`src/rtl/bb_pkg.sv`:
```
package bb_pkg;
    typedef enum logic {
        XFER_READ  = 1'b0,
        XFER_WRITE = 1'b1
    } xfer_dir_e;

    localparam int unsigned BYTE_W = 8;
endpackage

```
`src/rtl/bb_lane_mask.sv`:
```
module bb_lane_mask #(
    parameter int unsigned DW_BYTES = 8,
    localparam int unsigned LANE_W = $clog2(DW_BYTES)
) (
    input  logic [LANE_W-1:0]   last_lane_i,
    output logic [DW_BYTES-1:0] mask_o
);
    for (genvar g = 0; g < DW_BYTES; g++) begin : g_bit
        assign mask_o[g] = (LANE_W'(g) <= last_lane_i);
    end
endmodule

```
`src/rtl/bb_byte_pick.sv`:
```
module bb_byte_pick #(
    parameter int unsigned DW_BYTES = 8,
    localparam int unsigned LANE_W = $clog2(DW_BYTES),
    localparam int unsigned WORD_W = DW_BYTES * bb_pkg::BYTE_W
) (
    input  logic [WORD_W-1:0]         word_i,
    input  logic [LANE_W-1:0]         lane_i,
    output logic [bb_pkg::BYTE_W-1:0] byte_o
);
    logic [DW_BYTES-1:0][bb_pkg::BYTE_W-1:0] lanes;

    for (genvar g = 0; g < DW_BYTES; g++) begin : g_lane
        assign lanes[g] = word_i[g*bb_pkg::BYTE_W +: bb_pkg::BYTE_W];
    end

    assign byte_o = lanes[lane_i];
endmodule

```
`src/rtl/burst_dw_buffer.sv`:
```
module burst_dw_buffer #(
    parameter int unsigned DW_BYTES = 8,
    parameter int unsigned CNT_W    = 16,
    localparam int unsigned LANE_W = $clog2(DW_BYTES),
    localparam int unsigned WORD_W = DW_BYTES * bb_pkg::BYTE_W
) (
    input  logic                 clk,
    input  logic                 rst_n,
    input  logic                 start,
    input  logic                 dir_write,
    input  logic [CNT_W-1:0]     count_i,
    input  logic                 dev_valid,
    input  logic [7:0]           dev_byte_in,
    input  logic                 dev_take,
    output logic [7:0]           dev_byte_out,
    output logic                 dev_avail,
    output logic                 pri_req,
    output logic                 sec_req,
    input  logic                 eng_ack,
    input  logic [WORD_W-1:0]    eng_rdata,
    output logic [WORD_W-1:0]    eng_wdata,
    output logic [DW_BYTES-1:0]  eng_mask,
    output logic                 busy,
    output logic                 overrun
);
    import bb_pkg::*;

    localparam logic [LANE_W-1:0] LAST_LANE = LANE_W'(DW_BYTES - 1);

    typedef struct packed {
        logic [1:0][WORD_W-1:0]   word;
        logic [1:0][DW_BYTES-1:0] mask;
        logic [1:0]               full;
        logic                     dev_sel;
        logic                     eng_sel;
        logic [LANE_W-1:0]        lane;
        logic [CNT_W-1:0]         end_cnt;
        logic [CNT_W-1:0]         fetch_left;
        logic [1:0]               pf;
        logic                     active;
        xfer_dir_e                dir;
        logic                     ovr;
    } state_t;

    state_t q, d;

    logic [DW_BYTES-1:0] close_mask;
    logic [CNT_W:0]      words_needed;
    logic                closing;
    logic                take_ok;
    logic                fill_ok;
    logic                start_ok;

    bb_lane_mask #(.DW_BYTES(DW_BYTES)) mask_i (
        .last_lane_i (q.lane),
        .mask_o      (close_mask)
    );

    bb_byte_pick #(.DW_BYTES(DW_BYTES)) pick_i (
        .word_i (q.word[q.dev_sel]),
        .lane_i (q.lane),
        .byte_o (dev_byte_out)
    );

    assign busy      = q.active | (|q.full);
    assign overrun   = q.ovr;
    assign dev_avail = q.active && (q.dir == XFER_WRITE) && q.full[q.dev_sel];
    assign eng_wdata = q.word[q.eng_sel];
    assign eng_mask  = q.mask[q.eng_sel];

    always_comb begin
        pri_req = 1'b0;
        sec_req = 1'b0;
        if (q.dir == XFER_READ) begin
            pri_req = q.full[q.eng_sel];
        end else if (q.active && q.fetch_left != '0 && !q.full[q.eng_sel]) begin
            if (q.pf == 2'd2) pri_req = 1'b1;
            else              sec_req = 1'b1;
        end
    end

    assign words_needed = ({1'b0, count_i} + (CNT_W+1)'(DW_BYTES - 1)) >> LANE_W;
    assign closing      = (q.lane == LAST_LANE) || (q.end_cnt == CNT_W'(1));
    assign start_ok     = start && !busy && (count_i != '0);
    assign fill_ok      = q.active && (q.dir == XFER_READ) && dev_valid && !q.full[q.dev_sel];
    assign take_ok      = dev_avail && dev_take;

    always_comb begin
        d = q;
        if (start_ok) begin
            d.active     = 1'b1;
            d.dir        = dir_write ? XFER_WRITE : XFER_READ;
            d.end_cnt    = count_i;
            d.fetch_left = CNT_W'(words_needed);
            d.pf         = 2'd0;
            d.lane       = '0;
            d.dev_sel    = 1'b0;
            d.eng_sel    = 1'b0;
            d.full       = '0;
            d.ovr        = 1'b0;
        end else begin
            // engine side: service of the register in turn
            if (eng_ack && (pri_req || sec_req)) begin
                if (q.dir == XFER_WRITE) begin
                    d.word[q.eng_sel] = eng_rdata;
                    d.full[q.eng_sel] = 1'b1;
                    d.fetch_left      = q.fetch_left - CNT_W'(1);
                    if (q.pf != 2'd2) d.pf = q.pf + 2'd1;
                end else begin
                    d.full[q.eng_sel] = 1'b0;
                end
                d.eng_sel = ~q.eng_sel;
            end
            // device side: lost byte on read
            if (q.active && (q.dir == XFER_READ) && dev_valid && q.full[q.dev_sel]) begin
                d.ovr = 1'b1;
            end
            if (fill_ok) begin
                d.word[q.dev_sel][{q.lane, 3'b000} +: 8] = dev_byte_in;
            end
            if (fill_ok || take_ok) begin
                d.end_cnt = q.end_cnt - CNT_W'(1);
                d.lane    = q.lane + LANE_W'(1);
                if (q.end_cnt == CNT_W'(1)) d.active = 1'b0;
                if (closing) begin
                    d.full[q.dev_sel] = fill_ok;
                    if (fill_ok) d.mask[q.dev_sel] = close_mask;
                    d.dev_sel = ~q.dev_sel;
                    d.lane    = '0;
                end
            end
        end
    end

    always_ff @(posedge clk) begin
        if (!rst_n) begin
            q <= '0;
        end else begin
            q <= d;
        end
    end

    // request lines are exclusive
    a_r9_req_exclusive: assert property (@(posedge clk) disable iff (!rst_n)
        $onehot0({pri_req, sec_req}));

    // nothing offered while idle
    a_r9_idle_quiet: assert property (@(posedge clk) disable iff (!rst_n)
        !busy |-> (!pri_req && !sec_req && !dev_avail));

    // read mask is a contiguous run starting at lane 0
    a_r3_mask_contig: assert property (@(posedge clk) disable iff (!rst_n)
        (pri_req && q.dir == XFER_READ) |->
            (eng_mask[0] && ((eng_mask & (eng_mask + DW_BYTES'(1))) == '0)));

    // remaining count never exhausted while a transfer runs
    a_r6_count_live: assert property (@(posedge clk) disable iff (!rst_n)
        q.active |-> (q.end_cnt != '0));

    // overrun is sticky until an accepted start
    a_r7_overrun_sticky: assert property (@(posedge clk) disable iff (!rst_n)
        (overrun && !(start && !busy)) |=> overrun);
endmodule

```
`config.mk`:
```
export PLATFORM = sky130hd
export DESIGN_NAME = burst_dw_buffer
export DESIGN_NICKNAME = d
export VERILOG_FILES = /design/src/rtl/bb_pkg.sv /design/src/rtl/bb_lane_mask.sv /design/src/rtl/bb_byte_pick.sv /design/src/rtl/burst_dw_buffer.sv
export SDC_FILE = /design/constraint.sdc
export NUM_CORES = 1
export LEC_CHECK = 0
export BUFFER_PORTS_ARGS = -buffer_cell sky130_fd_sc_hd__buf_4
export CAP_MARGIN = 25
export CORE_ASPECT_RATIO = 1.75
export CORE_UTILIZATION = 46
export CTS_CLUSTER_DIAMETER = 200
export CTS_CLUSTER_SIZE = 14
export DETAILED_ROUTE_END_ITERATION = 10
export MAX_ROUTING_LAYER = met4
export PLACE_DENSITY = 0.72
export SYNTH_ARGS = -nofsm -noshare
export SYNTH_HDL_FRONTEND = slang
export SYNTH_SLANG_ARGS = --single-unit
```
`constraint.sdc`:
```
create_clock -name clk -period 6.3 [get_ports clk]
set_input_delay 1.26 -clock clk [delete_from_list [all_inputs] [get_ports clk]]
set_output_delay 1.26 -clock clk [all_outputs]
set_load 0.05 [all_outputs]
```
---- After elaboration in Yosys (flattened, before gate mapping) ----
Cells that the tools add are included.
operators by class
  add/sub/neg operators ................... 6
  $lt $le $gt $ge ......................... 13
  equal/unequal tests ..................... 4
  shift operators ......................... 2
  multiplexer cells ....................... 50
  bitwise logic cells ..................... 9
  reductions and logical operators ........ 34
operators by type and width
  cell                    count
  $mux 128                4
  $mux 64                 6
  $bwmux 128              2
  $demux 64 s1            2
  $shift 8x8->64 const A  1
  $shiftx 8x8->64         1
  $mux 18                 2
  $mux 35                 1
  $mux 8                  4
  $reduce_bool 16->1      2
  $sub 16x1->16 const B   2
  $bmux 8 s3              1
  $add 16x3->17 const B   1
  $bwmux 16               1
  $eq 16x1->1 const B     1
  $mux 16                 1
  $mux 1                  15
  $logic_and 1x1->1       14
  $le 3x3->1 const A      4
  $mux 3                  3
  $demux 8 s1             1
  $mux 2                  4
  $neg 6->8               1
  $reduce_and 2->1        4
  other kinds (23)        40
storage, ports and cells
  bits in registers ....................... 188
  output and inout bits ................... 85
  word-level logic and storage cells ...... 133

---- Depth between registers and ports, before layout ----
Gate-level depths: netlist of run 1.
  depth in word-level cells ............... 13
  depth in mapped cells ................... 11
  mapped depth without buffers ............ 8

---- Cells and area by module ----
Synthesis of run 1 repeated with hierarchy kept, for this count alone.
unflattened totals
  cells, all modules ...................... 1256
  area total of the unflattened synthesis .. 11426.0 um2
by module, submodules not included
  module           instances  cells each  area each (um2)  sequential area each (um2)
  burst_dw_buffer  1          1218        10816.6          3763.6
  bb_byte_pick     1          29          550.5            0.0
  bb_lane_mask     1          9           58.8             0.0

---- Worst setup path before layout of run 1 ----
No wires, ideal clock.
  kind .................................... reg-to-output
  start point ............................. register q[5] (netlist name)
  end point ............................... output port sec_req
  data arrival time ....................... 2.325 ns
  slack ................................... 2.715 ns
  cell stages (with the launch flop) ...... 8
  path buffers ............................ 1
  cell sequence ........................... dfxtp_1 > inv_1 > ha_1 > nor3b_1 > nand2_1 > clkbuf_1 > o21ai_0 > nor3_1
on the way
  longest elaborated chain between the ends .. 5
ends and longest elaborated chain
  item                             line                    text
  start, declared                  burst_dw_buffer.sv:45   state_t q, d;
  start signal, assigned           burst_dw_buffer.sv:137  q <= '0;
  start signal, assigned           burst_dw_buffer.sv:139  q <= d;
  $reduce_bool 16->1               burst_dw_buffer.sv:76   end else if (q.active && q.fetch_left != '0 && !q.full[q.eng_sel]) begin
  $logic_and 1x1->1 (2 in series)  burst_dw_buffer.sv:76
  $mux 1                           burst_dw_buffer.sv:76
  $mux 1                           burst_dw_buffer.sv:74   if (q.dir == XFER_READ) begin
  end, declared                    burst_dw_buffer.sv:18   output logic sec_req,
No other way between the ends.

---- Worst setup path in the final report of run 1 ----
  start point ............................. register q[37] (netlist name)
  end point ............................... output port dev_byte_out[7]
on the way
  longest elaborated chain between the ends .. 2
ends and longest elaborated chain
  item                          line                   text
  $bmux 8 s3                    bb_byte_pick.sv:16     assign byte_o = lanes[lane_i];
  $mux 8 (implied by the code)  bb_byte_pick.sv:16
  end, declared                 burst_dw_buffer.sv:15  output logic [7:0] dev_byte_out,
No other way between the ends. The select of a mux whose other input is x is not followed.

==> results.yml, run 1 <==
sta:
  final.hold.worst_slack_ns: 0.4578
  timing.slew.headroom: 0.3259
  final-setup-viol-count: 0
  slew_viol_final: 0
  fin_setup_tns_ns: 0
  period_needed_ns: 4.406
  final_hold_violation_count: 0
  worst-slew-pin-transition_ns: 1.009
  finClkSkew_ns: 0.01021
  min_period_over_period: 0.6994
  rsz_0062_raised_after_global_routing: "no"
  maxClockFrequency_mhz: 227.0
synthesis:
  syn_nets: 1375
  ys_seq_elements: 188
  synthMostInstantiatedCell: "sky130_fd_sc_hd__nand2_1"
  yosysSeqAreaShare: 0.3412
  syn_area_sq_um: 11030
  synth.yosys.warnings: 0
  synthDominantAreaCellType: "sky130_fd_sc_hd__dfxtp_1"
  synthFlopType: "sky130_fd_sc_hd__dfxtp_1"
  synth.top_cells.by_area: "sky130_fd_sc_hd__dfxtp_1, sky130_fd_sc_hd__mux4_2, sky130_fd_sc_hd__mux2_2, sky130_fd_sc_hd__nand2_1, sky130_fd_sc_hd__o21ai_0"
  synthCells: 1267
  synth_enable_flop_cells: 0
  yosysTopAreaCellShare: 0.3412
  post_synth_most_frequent_cells: "sky130_fd_sc_hd__nand2_1, sky130_fd_sc_hd__dfxtp_1, sky130_fd_sc_hd__o21ai_0"
  async_flop_share: 0
  syn_area_per_cell_sq_um: 8.705
  cell_variety_after_synth: 65
finish:
  nets: 1480
  n_antenna_cell: 0
  post_layout_nonfiller_instances: 1689
  final_cell_area_sq_um: 13070
  drive_above_1_share: 0.2585
  final_util: 0.5580
  area_delta_synth_final_pct: 18.50
clock_tree:
  cts_sinks: 188
  clock_insertion_delay_worst_skew_ns: 0.45
  numCtsBuffers: 17
  cts_setup_buffers: 0
  clockRootBuffer: "sky130_fd_sc_hd__clkbuf_16"
  number_of_buffers_on_the_longest_clock_path: 2
  clk_pin_slew_worst_paths_ns: 0.07
  postCtsResizedCells: 0
  cts_tree: "yes"
  post_cts_hold_buffer_count: 0
  htreeDepth: 4
worst_setup_path:
  worst_setup_path_end_kind: "output pin"
  crit_type: "register to output pin"
  critical_path.slowest_cell: "sky130_fd_sc_hd__dfxtp_2"
  cp_data_required_time_ns: 5.04
  worstPathCellList: "buf_4 > mux4_2 > mux4_2 > buf_4"
  worst_setup_path_start_kind: "register"
  cp_slowest_stage_delay_ns: 0.97
  timing.critical_path.arrival_ns: 3.15
  worst-path-max-fanout: 31
place:
  dpl.cell_count: 1656
  gpl_wtd_cong: 0.9371
  numPortBuffers: 179
  place_hpwl_um: 28370
  placement.cell_area_sq_um: 12500
detailed_routing:
  vias: 11240
  aggregate_routed_wire_length_um: 39470
  avgViaCountPerCell: 6.655
  remaining_drc_errors: 0
  drt-pass1-iter-count: 6
  route.detailed.wl_per_inst_um: 23.37
  final_antenna_net_count: 0
  initialDrtViolationCount: 1344
global_routing:
  grt_start_max_net_pins: 84
  number_of_global_route_vias_before_repair: 10650
  number_of_antenna_violations_at_the_first_check_in_global_routing: 0
  grt.overflow.total: 0
  grtUsageTotal: 0.3285
  grt_first_pass_wirelength_um: 59940
min_path:
  holdCritPathClass: "register to register"
power:
  power.static_leakage_nw: 4.852
  power-per-cell-area_nw_per_um2: 200.9
  ir_drop_v: 0.0001822
floorplanning:
  start_util: 0.4708
  die_width_um: 119.1
  die_h_um: 206.8
  dieArea_sq_um: 24620
  floorplan.rows: 74
  io_pins: 180
  core_area_sq_um: 23430
flow_run:
  max_cap_viols: 0
outcome:
  outcome: "completed"
## cells by family (layout without fill, tap and decap cells)
kind of cell / after synthesis / after routing / synth area share
muxes: 133 / 133 / 0.1746
buffers and inverters: 125 / 243 / 0.04594
and+or+nand+nor: 408 / 408 / 0.1770
DFF: 188 / 188 / 0.3412
xor gates and xnor gates: 24 / 24 / 0.01906
AOI/OAI and AO/OA: 376 / 376 / 0.2275
adders and majority gates: 13 / 13 / 0.01475
## sequential cells by signal, summed over array words and instances, names as in the netlist
signal   cells
overrun      1
q          187
## per-stage QoR
step	power (W)	setup WS (ns)
after floorplan	0.001449	2.715
after global placement	0.001584	2.343
after detailed placement	0.001589	2.337
after CTS	0.002626	1.852
after global routing	0.002702	1.755
final	0.002626	1.894
## path summary, 6_finish.rpt
check | start | end | slack [ns] | cells after the start
setup reg to reg | q[37] | q[94] | 2.30 | 8
hold / removal | q[44] | q[44] | 0.46 | 2
setup / recovery | q[37] | dev_byte_out[7] | 1.89 | 4
hold reg to reg | q[44] | q[44] | 0.46 | 2
## per-layer routing
metal | vias up | part of all wire | routed length (um) | track usage
met5 | - | 0 | 0 | -
met4 | 0 | 0.079 | 3106 | 0.2482
met3 | 149 | 0.078 | 3087 | 0.05632
met2 | 684 | 0.49 | 19340 | 0.5405
met1 | 5435 | 0.35 | 13930 | 0.3541
li1 | 4972 | - | - | -
## power breakdown
group	internal [W]	leakage (nW)	switching [W]	total (W)
Sequential	0.00121	1.52	0.0000311	0.00124
Combinational	0.000123	3.06	0.000208	0.000331
Clock	0.000586	0.270	0.000470	0.00106
Total	0.00192	4.85	0.000709	0.00263
## placed cells by master, fill, tap and decap left out, types with 13 or more instances in the layout
cell type	synthesis	layout
sky130_fd_sc_hd__and3_1	14	14
sky130_fd_sc_hd__clkbuf_16	0	17
sky130_fd_sc_hd__inv_1	15	15
sky130_fd_sc_hd__nor3_1	15	15
sky130_fd_sc_hd__and2_1	19	19
sky130_fd_sc_hd__mux2_2	75	75
sky130_fd_sc_hd__nand2_1	215	215
sky130_fd_sc_hd__nand3_1	42	42
sky130_fd_sc_hd__buf_4	0	192
sky130_fd_sc_hd__a22o_1	21	21
sky130_fd_sc_hd__a21oi_1	42	42
sky130_fd_sc_hd__dfxtp_1	188	185
sky130_fd_sc_hd__o2bb2ai_1	36	36
sky130_fd_sc_hd__o21ai_0	109	109
sky130_fd_sc_hd__a22oi_1	14	14
sky130_fd_sc_hd__a32o_1	19	19
sky130_fd_sc_hd__nor2_1	28	28
sky130_fd_sc_hd__a31oi_1	73	73
sky130_fd_sc_hd__mux4_2	40	40
sky130_fd_sc_hd__mux2i_1	18	18
sky130_fd_sc_hd__xnor2_1	14	14
sky130_fd_sc_hd__nand4_1	25	25
sky130_fd_sc_hd__ha_1	13	13
## critical path: cells and delay by family, from the launching register on
| family | cells | cell delay [ns] |
|---|---|---|
| buffers and inverters | 2 | 0.65 |
| multiplexers | 2 | 1.07 |
| flip-flops | 1 | 0.97 |
## final cells by class
cell class                      count  area, sq um
Clock inverter                      6        60.06
Timing Repair Buffer              195         1488
Multi-Input combinational cell    954         6813
Tap cell                          304        380.4
Fill cell                        2178        10350
Clock buffer                       26        499.2
Sequential cell                   188         3770
Inverter                           16        60.06
(Power assumes the default switching activity.)
==> inputs of run 2 (changes only) <==
ABC_AREA = 1   (was default)
PLACE_DENSITY = 0.71   (was 0.72)
clock period = 4.5 ns   (was 6.3 ns; I/O delays follow)
==> run 2 against run 1 <==
Against the previous run: core utilization decreased by 1.6 points; count of clock-buffer cells in the layout decreased by 8; sequential share of layout area decreased by 2.6 points; via count increased by 26%; first-iteration DRC count decreased by 16%; clock skew increased by 0.00085 ns.
==> results.yml, run 2 <==
outcome:
  outcome: "completed"
synthesis:
  synthDominantAreaCellType: "sky130_fd_sc_hd__dfxtp_1"
  synth_enable_flop_cells: 0
  async_flop_share: 0
  synth.top_cells.by_area: "sky130_fd_sc_hd__dfxtp_1, sky130_fd_sc_hd__nand2_1, sky130_fd_sc_hd__o21ai_0, sky130_fd_sc_hd__inv_1, sky130_fd_sc_hd__nand3_1"
  synthMostInstantiatedCell: "sky130_fd_sc_hd__nand2_1"
  synthFlopType: "sky130_fd_sc_hd__dfxtp_1"
  syn_area_per_cell_sq_um: 5.878
  yosysSeqAreaShare: 0.3041
  syn_nets: 2214
  ys_seq_elements: 188
  yosysTopAreaCellShare: 0.3041
  synthCells: 2106
  synth.yosys.warnings: 0
  syn_area_sq_um: 12380
  post_synth_most_frequent_cells: "sky130_fd_sc_hd__nand2_1, sky130_fd_sc_hd__inv_1, sky130_fd_sc_hd__o21ai_0"
  cell_variety_after_synth: 43
detailed_routing:
  drt-pass1-iter-count: 8
  initialDrtViolationCount: 1135
  aggregate_routed_wire_length_um: 45000
  vias: 14210
  avgViaCountPerCell: 5.572
  final_antenna_net_count: 0
  route.detailed.wl_per_inst_um: 17.65
  remaining_drc_errors: 0
floorplanning:
  io_pins: 180
  die_h_um: 219.0
  dieArea_sq_um: 27590
  start_util: 0.4673
  core_area_sq_um: 26490
  die_width_um: 126
  floorplan.rows: 79
worst_setup_path:
  worst_setup_path_end_kind: "output pin"
  worst-path-max-fanout: 88
  timing.rr.start: "q[40]"
  crit_type: "register to output pin"
  worstPathCellList: "buf_4 > o21ai_0 > buf_4"
  crit_path_frequent_cell: "sky130_fd_sc_hd__buf_4"
  timing.critical_path.arrival_ns: 2.70
  worst_setup_path_start_kind: "register"
  cp_slowest_stage_delay_ns: 0.75
  cp_top_family: "buffers and inverters"
  path_buf_inv: 2
  critical_path.slowest_cell: "sky130_fd_sc_hd__buf_4"
  worst-r2r-cell-count: 8
  cp_data_required_time_ns: 3.60
  r2r_setup_slack_ns: 1.21
  worst_r2r_endpoint: "q[132]"
sta:
  rsz_0062_raised_after_global_routing: "no"
  worst-slew-pin-transition_ns: 1.064
  min_period_over_period: 0.8006
  maxClockFrequency_mhz: 277.6
  final-setup-viol-count: 0
  finClkSkew_ns: 0.01106
  timing.slew.headroom: 0.2900
  slew_viol_final: 0
  final_hold_violation_count: 0
  period_needed_ns: 3.603
  fin_setup_tns_ns: 0
clock_tree:
  clk_pin_slew_worst_paths_ns: 0.08
  cts_sinks: 188
  number_of_buffers_on_the_longest_clock_path: 2
  clock_insertion_delay_worst_skew_ns: 0.46
  cts_tree: "yes"
  postCtsResizedCells: 0
  numCtsBuffers: 17
  htreeDepth: 4
  post_cts_hold_buffer_count: 0
  cts_setup_buffers: 0
  clockRootBuffer: "sky130_fd_sc_hd__clkbuf_16"
power:
  ir_drop_v: 0.0002779
  power-per-cell-area_nw_per_um2: 293.5
  power.static_leakage_nw: 6.806
  total_power_w: 0.004213
finish:
  leading_cell_type_in_the_layout_fill_and_taps_excluded: "sky130_fd_sc_hd__nand2_1"
  number_of_flip_flops_in_the_largest_register: 187
  most-common-layout-cells: "sky130_fd_sc_hd__nand2_1, sky130_fd_sc_hd__inv_1, sky130_fd_sc_hd__o21ai_0, sky130_fd_sc_hd__nor2_1, sky130_fd_sc_hd__buf_4"
  drive_above_1_share: 0.1249
  n_antenna_cell: 0
  post_layout_nonfiller_instances: 2550
  largest-register: "q"
  nets: 2321
  area_delta_synth_final_pct: 15.94
global_routing:
  grt.overflow.total: 0
  grt_first_pass_wirelength_um: 68680
  grtUsageTotal: 0.3331
  number_of_antenna_violations_at_the_first_check_in_global_routing: 0
  grt_start_max_net_pins: 89
  number_of_global_route_vias_before_repair: 13310
place:
  place_hpwl_um: 33730
  numPortBuffers: 179
  dpl.cell_count: 2518
  gpl_wtd_cong: 0.9963
min_path:
  holdCritPathClass: "register to register"
  destination_of_the_worst_hold_path: "q[112]"
  hold_path_startpoint: "q[112]"
  hold-path-cell-count: 2
flow_run:
  max_cap_viols: 0
## run 2: stage by stage
step	hold WS (ns)	utilization	setup slack, ns	cell area (sq um)
2_1_floorplan	0.4188	-	1.661	12380
3_3_place_gp	0.4292	0.5184	1.402	13730
3_5_place_dp	0.4323	0.5184	1.303	13730
4_1_cts	0.4465	0.5418	0.9557	14350
5_1_grt	0.4581	0.5418	0.7559	14350
6_report	0.4455	0.5418	0.8973	14350
## run 2: area by class of cell
class                      instances  area [sq um]
fill                            2816         12140
clock inverter                    14         168.9
inverter                         227         854.6
clock buffer                      18         450.4
tap                              324         405.4
sequential                       188          3767
multi-input combinational       1589          7266
timing repair buffer             190          1439
## run 2: logic make-up after synthesis
logic type / after synthesis / synth area share
xor gates and xnor gates: 14 / 0.009905
DFF: 188 / 0.3041
AOI/OAI and AO/OA: 397 / 0.1695
and+or+nand+nor: 1165 / 0.3944
adders and majority gates: 13 / 0.01314
buffers and inverters: 329 / 0.1090
## run 2: worst max path at each step
stage / start / cells after the start / slack (ns) / to
finish: q[40] / 3 / 0.90 / eng_wdata[1]
global route: q[40] / 3 / 0.76 / eng_wdata[1]
floorplan: q[40] / 4 / 1.66 / eng_wdata[15]
detailed placement: q[40] / 8 / 1.30 / q[144]
CTS: q[40] / 3 / 0.96 / eng_wdata[33]
global placement: rst_n / 6 / 1.40 / q[122]
## run 2: where the power goes
part           leakage [nW]  internal (W)  total, W  switching (W)
registers              1.52       0.00171   0.00176      0.0000500
clock network         0.301      0.000907   0.00163       0.000718
logic                  4.98      0.000263  0.000825       0.000562
## run 2: worst min-delay path: cells and delay by family, from the launching register on
kind             cells  cell delay (ns)
flip-flops           1             0.31
AND/OR/NAND/NOR      2             0.10
## run 2: per-layer routing
layer  share of wire  GRT usage  routed length, um
met5               0          -                  0
met4           0.078     0.2554               3513
met3           0.066    0.04900               2984
met2            0.50     0.5790              22450
met1            0.36     0.3368              16050
